`src/rtl/hw_sequencer.sv`:
```
module hw_sequencer #(
  parameter int AW = 11,
  parameter int OPW = 4,
  parameter logic [AW-1:0] SAVE_ADDR = 11'h7FE,
  parameter logic [AW-1:0] ISR_ADDR = 11'h7C0
) (
  input  logic          clk,
  input  logic          rst,
  input  logic          irq,
  output logic [AW-1:0] mem_addr,
  output logic [OPW+AW:0] mem_wdata,
  input  logic [OPW+AW:0] mem_rdata,
  output logic          mem_rd,
  output logic          mem_wr,
  output logic [AW-1:0] pc,
  output logic [OPW+AW:0] acc,
  output logic          halted
);
  localparam int DW = OPW + 1 + AW;
  localparam int NOPS = 1 << OPW;
  localparam int NSLOT = 4;
  localparam logic [OPW-1:0] OP_HALT = '0;
  localparam logic [OPW-1:0] OP_ADD = OPW'(1);
  localparam logic [OPW-1:0] OP_ISZ = OPW'(2);
  localparam logic [OPW-1:0] OP_BSA = OPW'(3);

  typedef enum logic [2:0] {S_FETCH, S_IND, S_EXEC, S_INTR, S_HALT} cyc_t;

  cyc_t state, st_n;
  logic [NSLOT-1:0] t;
  logic [AW-1:0] mar, pc_q;
  logic [DW-1:0] mbr, ir, r1;
  logic ie, last;

  wire [OPW-1:0] op_ir = ir[DW-1 -: OPW];
  wire [OPW-1:0] op_nx = mbr[DW-1 -: OPW];
  wire [NOPS-1:0] opl = {{(NOPS-1){1'b0}}, 1'b1} << op_ir;
  wire add = opl[OP_ADD];
  wire isz = opl[OP_ISZ];
  wire bsa = opl[OP_BSA];
  wire memref = add | isz | bsa;
  wire halt_nx = op_nx == OP_HALT;
  wire memref_nx = (op_nx == OP_ADD) | (op_nx == OP_ISZ) | (op_nx == OP_BSA);

  wire fe = state == S_FETCH;
  wire id = state == S_IND;
  wire ex = state == S_EXEC;
  wire it = state == S_INTR;

  wire mar_pc   = fe & t[0];
  wire mar_ir   = (id | ex & memref) & t[0];
  wire mar_save = it & t[1];
  wire rd       = (fe | id | ex & (add | isz)) & t[1];
  wire mbr_pc   = (it | ex & bsa) & t[0];
  wire mbr_inc  = ex & isz & t[2];
  wire ir_all   = fe & t[2];
  wire ir_addr  = id & t[2];
  wire pc_isr   = it & t[1];
  wire pc_jump  = ex & bsa & t[1];
  wire pc_inc   = fe & t[1] | ex & bsa & t[2] | ex & isz & t[3] & (mbr == '0);
  wire acc_add  = ex & add & t[2];
  wire wr       = ex & isz & t[3] | ex & bsa & t[1] | it & t[2];

  wire end_instr = (fe & t[2] & ~memref_nx & ~halt_nx) |
                   (ex & t[2] & (add | bsa)) | (ex & t[3] & isz);
  wire take_int = end_instr & irq & ie;

  always_comb begin
    st_n = state;
    last = 1'b0;
    case (state)
      S_FETCH: if (t[2]) begin
        last = 1'b1;
        if (halt_nx) st_n = S_HALT;
        else if (memref_nx) st_n = mbr[AW] ? S_IND : S_EXEC;
        else st_n = take_int ? S_INTR : S_FETCH;
      end
      S_IND: if (t[2]) begin
        last = 1'b1;
        st_n = S_EXEC;
      end
      S_EXEC: if (end_instr) begin
        last = 1'b1;
        st_n = take_int ? S_INTR : S_FETCH;
      end
      S_INTR: if (t[2]) begin
        last = 1'b1;
        st_n = S_FETCH;
      end
      default: ;
    endcase
  end

  always_ff @(posedge clk) begin
    if (rst) begin
      state <= S_FETCH;
      t <= NSLOT'(1);
      ie <= 1'b1;
    end else begin
      state <= st_n;
      if (last) t <= NSLOT'(1);
      else if (state != S_HALT) t <= t << 1;
      if (take_int) ie <= 1'b0;
      else if (end_instr && !irq) ie <= 1'b1;
    end
  end

  always_ff @(posedge clk) begin
    if (rst) begin
      mar <= '0;
      mbr <= '0;
      ir <= '0;
      pc_q <= '0;
      r1 <= '0;
    end else begin
      if (mar_pc) mar <= pc_q;
      else if (mar_ir) mar <= ir[AW-1:0];
      else if (mar_save) mar <= SAVE_ADDR;

      if (rd) mbr <= mem_rdata;
      else if (mbr_pc) mbr <= DW'(pc_q);
      else if (mbr_inc) mbr <= mbr + 1'b1;

      if (ir_all) ir <= mbr;
      else if (ir_addr) ir[AW-1:0] <= mbr[AW-1:0];

      if (pc_isr) pc_q <= ISR_ADDR;
      else if (pc_jump) pc_q <= ir[AW-1:0];
      else if (pc_inc) pc_q <= pc_q + 1'b1;

      if (acc_add) r1 <= r1 + mbr;
    end
  end

  assign mem_addr = mar;
  assign mem_wdata = mbr;
  assign mem_rd = rd;
  assign mem_wr = wr;
  assign pc = pc_q;
  assign acc = r1;
  assign halted = state == S_HALT;
endmodule

```
`config.mk`:
```
export PLATFORM = sky130hd
export DESIGN_NAME = hw_sequencer
export DESIGN_NICKNAME = d
export VERILOG_FILES = /design/src/rtl/hw_sequencer.sv
export SDC_FILE = /design/constraint.sdc
export NUM_CORES = 1
export LEC_CHECK = 0
export BUFFER_PORTS_ARGS = -buffer_cell sky130_fd_sc_hd__buf_4
export CORE_ASPECT_RATIO = 1.2
export CORE_MARGIN = 2
export CORE_UTILIZATION = 35
export DETAILED_ROUTE_END_ITERATION = 8
export MAX_ROUTING_LAYER = met4
export PLACE_DENSITY_LB_ADDON = 0.05
export SLEW_MARGIN = 25
export SYNTH_ARGS = -nofsm -noshare
export SYNTH_HDL_FRONTEND = slang
export SYNTH_SLANG_ARGS = --single-unit
```
`constraint.sdc`:
```
create_clock -name clk -period 2.9 [get_ports clk]
set_clock_uncertainty 0.2 [all_clocks]
set_input_delay 0.87 -clock clk [delete_from_list [all_inputs] [get_ports clk]]
set_output_delay 0.87 -clock clk [all_outputs]
set_load 0.005 [all_outputs]
```
* Yosys cells after proc, flatten, opt, wreduce, memory -nomap -nowiden
Cells that the tools add are included.
** Operators by class
- Equality and inequality tests :: 12
- $mul :: 0
- Bitwise logic cells :: 45
- Shift operators :: 1
- Div/mod/pow operators :: 0
- Magnitude comparators :: 0
- Add/sub/neg operators :: 3
- Reduce and logical (&&, ||, !) cells :: 16
- Multiplexer cells :: 25
** Operators by type and width (count)
- $mux 11 :: 8
- $mux 16 :: 3
- $and 1x1->1 :: 28
- $add 16x1->16 const B :: 1
- $add 16x16->16 :: 1
- $logic_not 16->1 :: 1
- $mux 3 :: 5
- $or 1x1->1 :: 15
- $pmux 3 s4 :: 1
- $add 11x1->11 const B :: 1
- $reduce_bool 3->1 :: 3
- $eq 4x2->1 const B :: 2
- $eq 3x2->1 const B :: 2
- $mux 2 :: 3
- $reduce_bool 2->1 :: 3
- $reduce_and 5->1 :: 1
- $eq 4x1->1 const B :: 1
- $logic_not 4->1 :: 1
- $mux 1 :: 4
- $ne 2x1->1 const B :: 2
- $ne 2x2->1 const B :: 2
- $reduce_bool 4->1 :: 1
- $reduce_or 2->1 :: 2
- $shl 1x4->4 const A :: 1
- 9 further kinds :: 10
** Storage, ports and cells
- Bits of input ports :: 19
- Output and inout bits :: 57
- ROM bits :: 0
- Latch bits :: 0
- Memories :: 0
- Register bits after elaboration :: 78
- RAM bits :: 0

* Depth between registers and ports, before layout
- Depth in word-level cells :: 15
- Gate-level depth with buffers :: 10

* Worst setup path before layout
No wires, ideal clock.
- Path kind :: flip-flop to output port
- Start point :: reg state[0]
- End point :: out mem_rd
- Data required time :: 1.830 ns
- Cell stages (with the launch flop) :: 9
- Path slack :: 0.040 ns
- Buffers on the path :: 4
- Data arrival time :: 1.790 ns
- Cells stage by stage :: dfxtp_1 -> buf_6 -> or4b_4 -> buf_6 -> nor3_1 -> o21ai_1 -> inv_1 -> buf_2 -> buf_2
** On the way
- Longest elaborated chain between the ends :: 4
** RTL lines
- start, declared :: line 29 : cyc_t state, st_n;
- start signal, assigned :: line 100 : state <= st_n;
- $eq 3x1->1, or another cell as far along :: line 46 : wire id = state == S_IND;
- $or 1x1->1 / $and 1x1->1 (equally long branches) :: line 53 : wire rd = (fe | id | ex & (add | isz)) & t[1];
- $or 1x1->1 * :: line 53
- $and 1x1->1 * :: line 53
- end, declared :: line 13 : output logic mem_rd,
Mark *: on every way between the ends. The rest lies on a longest branch, timed or not.

* Worst setup path after layout
Same ends and word-level chain as after synthesis.

==> Flow_metrics.wiki <==
{| class="wikitable"
! Metric !! Value
|-
| Crit path kind || register to output pin
|-
| Startpoint type of the worst setup path || register
|-
| Slack of the worst reg-to-reg path || 0.30 ns
|-
| Data arrival at the endpoint of the critical path || 1.77 ns
|-
| Hold Vio Cnt, Final || 0
|-
| Clock latency reported for the late side of the worst-skew pair || ~0.34 ns
|-
| Root cell of the clock tree || sky130_fd_sc_hd__clkbuf_16
|-
| Die outline width || 110 um
|-
| Unrepaired setup endpoints after global routing || true
|-
| Maximum capacitance violations || 0
|-
| Required time of the worst setup path || around 1.8 ns
|-
| Share of the yosys chip area belonging to registers || 32.9%
|-
| Total congestion overflow || 0
|-
| Number of global-route vias before repair || 4378
|-
| Post-route worst setup slack || between 0.06 and 0.07 ns
|-
| Via count || 4488
|-
| Setup-violating endpoint count in the final report || 0
|-
| Cell Area, Placed || 0.00553 sq mm
|-
| Number of antenna violations at the first check in global routing || 0
|-
| Outcome || finished, final reports clean
|-
| Crit end category || output pin
|-
| Max-slew violation count || 0
|-
| Number of optimization iterations in the first detailed-route pass || 4
|-
| Clock buffer count from CTS || 9
|-
| Reg2Reg Capture Point || mem_wdata[11]
|-
| Number of nets in the layout || about 700
|-
| Post-synthesis sequential element count || 77
|-
| Core area || 0.0131 sq mm
|-
| Multi-input logic area || 0.00292 sq mm
|-
| Fraction of final layout cells sized beyond drive strength 1 || 21.1%
|-
| Actual slew at the worst max-slew pin || 0.705 ns
|-
| Total power density per cell area || between 500 and 600 mW/mm^2
|-
| Global-route usage over all layers || between 20% and 30%
|-
| H-tree depth || 3
|-
| Post-place setup slack || 0.281 ns
|-
| Initial core utilization || about 36%
|-
| Source of the worst register-to-register timing path || state[0]
|-
| Ys Warns || 0
|-
| Minimum period implied by the final worst setup slack || 2.84 ns
|-
| Final estimated routing congestion in global placement || 0.885
|-
| Source of the critical timing path || state[0]
|-
| Remaining DRCs || 0
|-
| Post-synthesis average cell area || 7.81 sq um
|-
| Sequential cell area || 0.00154 sq mm
|-
| Synthesized netlist net count || 637
|-
| Synthesized area || 0.00468 sq mm
|-
| FF-to-FF path depth || 8
|-
| Share of synthesized registers carrying an async set or reset || 0%
|-
| Number of unique standard cell types used by synthesis || 61
|-
| Crit-path max FO || 6
|-
| Total Routed Length || 14.1 mm
|-
| Peak supply drop || about 230 uV
|-
| Post-detail-place hpwl || 10.5 mm
|-
| First-iteration detailed-routing DRC count || 182
|-
| Total non-filler cell area in the finished layout || 0.00585 sq mm
|-
| Die footprint || between 0.01 and 0.015 sq mm
|-
| Wire length of the first global-routing pass || 22.6 mm
|-
| Main flop type after synthesis || sky130_fd_sc_hd__dfxtp_1
|-
| Cell row count || 46
|-
| TritonCTS clock tree || yes
|-
| FMAX || 0.352 GHz
|-
| Static Leak || approximately 2.4 nW
|-
| Average wire length per cell after detail routing || 16.5 um
|-
| Antenna Cells || 0
|-
| Path type of the worst min-delay path || register to register
|-
| Num Clock Sinks || 77
|-
| Relative max-transition margin || between 50% and 60%
|-
| Fill cell count || between 1000 and 1500
|-
| Largest net degree at the start of global routing || 50
|-
| Cell count after synthesis || between 500 and 600
|-
| Maximum clock path buffer count || 2
|-
| Detailed-route vias per instance || 5.25
|-
| Total I/O pin count || 76
|-
| Die Y-Extent || 131 um
|-
| CTS clock-pin slew for the worst setup and hold paths || approximately 0.060 ns
|-
| Synth-to-layout area growth || 25.0%
|-
| Share of the cycle needed by the critical path after routing || 97.9%
|-
| Count of flip-flops with a built-in enable after synthesis || 0
|-
| End point of the critical path || mem_rd
|-
| Number of buffers added on ports || 75
|-
| Remaining antenna violation count || 0
|}
state kept, by name (all words and copies together), names as in the netlist:
signal     flops
ir            15
ie             1
t              4
acc           16
mem_addr      11
pc            11
state          3
mem_wdata     16
how the worst min path moves through the flow:
stage,start,to,slack (ns),cells past startpoint
final,acc[3],acc[3],0.28,2
after floorplan,ir[0],pc[0],0.24,2
after global routing,acc[0],acc[0],0.30,2
after detailed placement,mem_addr[0],mem_addr[0],0.27,2
after global placement,acc[6],acc[6],0.26,2
after CTS,acc[0],acc[0],0.28,2
timing repair:
action	CTS	global route
resized for setup	2	1
hold buffers	0	0
buffers inserted	1	2
setup endpoints to repair	2	1
pin swaps	1	0
placed cells by master, fill, tap and decap left out, drive strengths merged, types with 4 or more instances in the layout:
cell type  Yosys  final
o22ai          5      5
nor3b          8      8
a21oi         46     46
a211o          4      4
a2bb2oi        6      6
nor4          16     16
o31ai          4      4
nand3         13     13
o21ai         25     25
nand4         11     11
and2           4      4
nand2         62     62
nand3b        13     13
a21o           6      6
nor3          27     27
a32o           4      4
mux2i         12     12
a211oi        14     14
o21a          10     10
and3           5      5
clkbuf        25     10
buf           15    112
ha            18     18
xor2           9      9
nor2b          5      5
or3            8      8
inv           14     14
o211ai         4      4
nor2          82     82
xnor2         14     14
dfxtp         77     77
cells in the mapped netlist (all sizes together) (3+ instances only):
cell | n | area, sq um
nor2 | 82 | 308
dfxtp | 77 | 1540
nand2 | 62 | 233
a21oi | 46 | 234
nor3 | 27 | 146
clkbuf | 25 | 93.8
o21ai | 25 | 129
ha | 18 | 225
nor4 | 16 | 136
buf | 15 | 87.6
a211oi | 14 | 105
inv | 14 | 52.6
xnor2 | 14 | 123
nand3 | 13 | 65.1
nand3b | 13 | 97.6
mux2i | 12 | 120
nand4 | 11 | 68.8
o21a | 10 | 75.1
xor2 | 9 | 78.8
nor3b | 8 | 60.1
or3 | 8 | 50.1
a21o | 6 | 45.0
a2bb2oi | 6 | 52.6
and3 | 5 | 31.3
nor2b | 5 | 31.3
o22ai | 5 | 31.3
a211o | 4 | 35.0
a32o | 4 | 40.0
and2 | 4 | 25.0
o211ai | 4 | 30.0
o31ai | 4 | 30.0
and4 | 3 | 26.3
mux2 | 3 | 33.8
o21bai | 3 | 22.5
or2 | 3 | 18.8
where the power goes:
part | internal, mW | switching (mW)
Sequential | 1.13 | 0.0816
Combinational | 0.293 | 0.333
Clock | 0.665 | 0.463
routing by layer:
metal  vias up  routed length [um]  track usage, %
li1       2323                   -               -
met1      2082                6640            26.8
met2        74                6810            33.9
met3         9                 469            2.33
met4         0                 159            8.19
met5         -                   0               -
cell type report:
| type | count | share of cell area [%] |
|---|---|---|
| timing repair buffer | 112 | 14.4 |
| inverter | 14 | 0.898 |
| clock buffer | 10 | 3.91 |
| multi-input combinational | 468 | 49.8 |
| sequential | 77 | 26.3 |
| tap | 168 | 3.59 |
| clock inverter | 6 | 1.09 |
cells by family after synthesis:
logic type	count (synthesis)	synth area share [%]
adder cells (fa/ha/maj)	19	5.24
flip-flops	77	32.9
AND/OR/NAND/NOR	265	28.7
buffers and inverters	54	5.00
XOR/XNOR	23	4.30
AO/OA/AOI/OAI	146	20.5
multiplexers	15	3.29
critical path: stages, from the launching register on:
cell	delay (ns)
sky130_fd_sc_hd__dfxtp_1	0.31
sky130_fd_sc_hd__or4b_4	0.60
sky130_fd_sc_hd__nor3_2	0.18
sky130_fd_sc_hd__o21ai_1	0.10
sky130_fd_sc_hd__inv_2	0.12
sky130_fd_sc_hd__buf_4	0.12
through the flow:
| step | std cells | setup TNS (ns) | hold slack [ns] | utilization (%) | total power [mW] |
|---|---|---|---|---|---|
| after floorplan | 599 | 0 | 0.245 | - | 1.58 |
| after global placement | 836 | 0 | 0.260 | 42.1 | 1.85 |
| after detailed placement | 836 | 0 | 0.273 | 42.1 | 1.85 |
| after CTS | 853 | 0 | 0.284 | 44.5 | 2.99 |
| after global routing | 855 | -0.0153 | 0.305 | 44.6 | 3.12 |
| final | 855 | 0 | 0.276 | 44.6 | 2.97 |
Power figures use the tool's default switching activity.
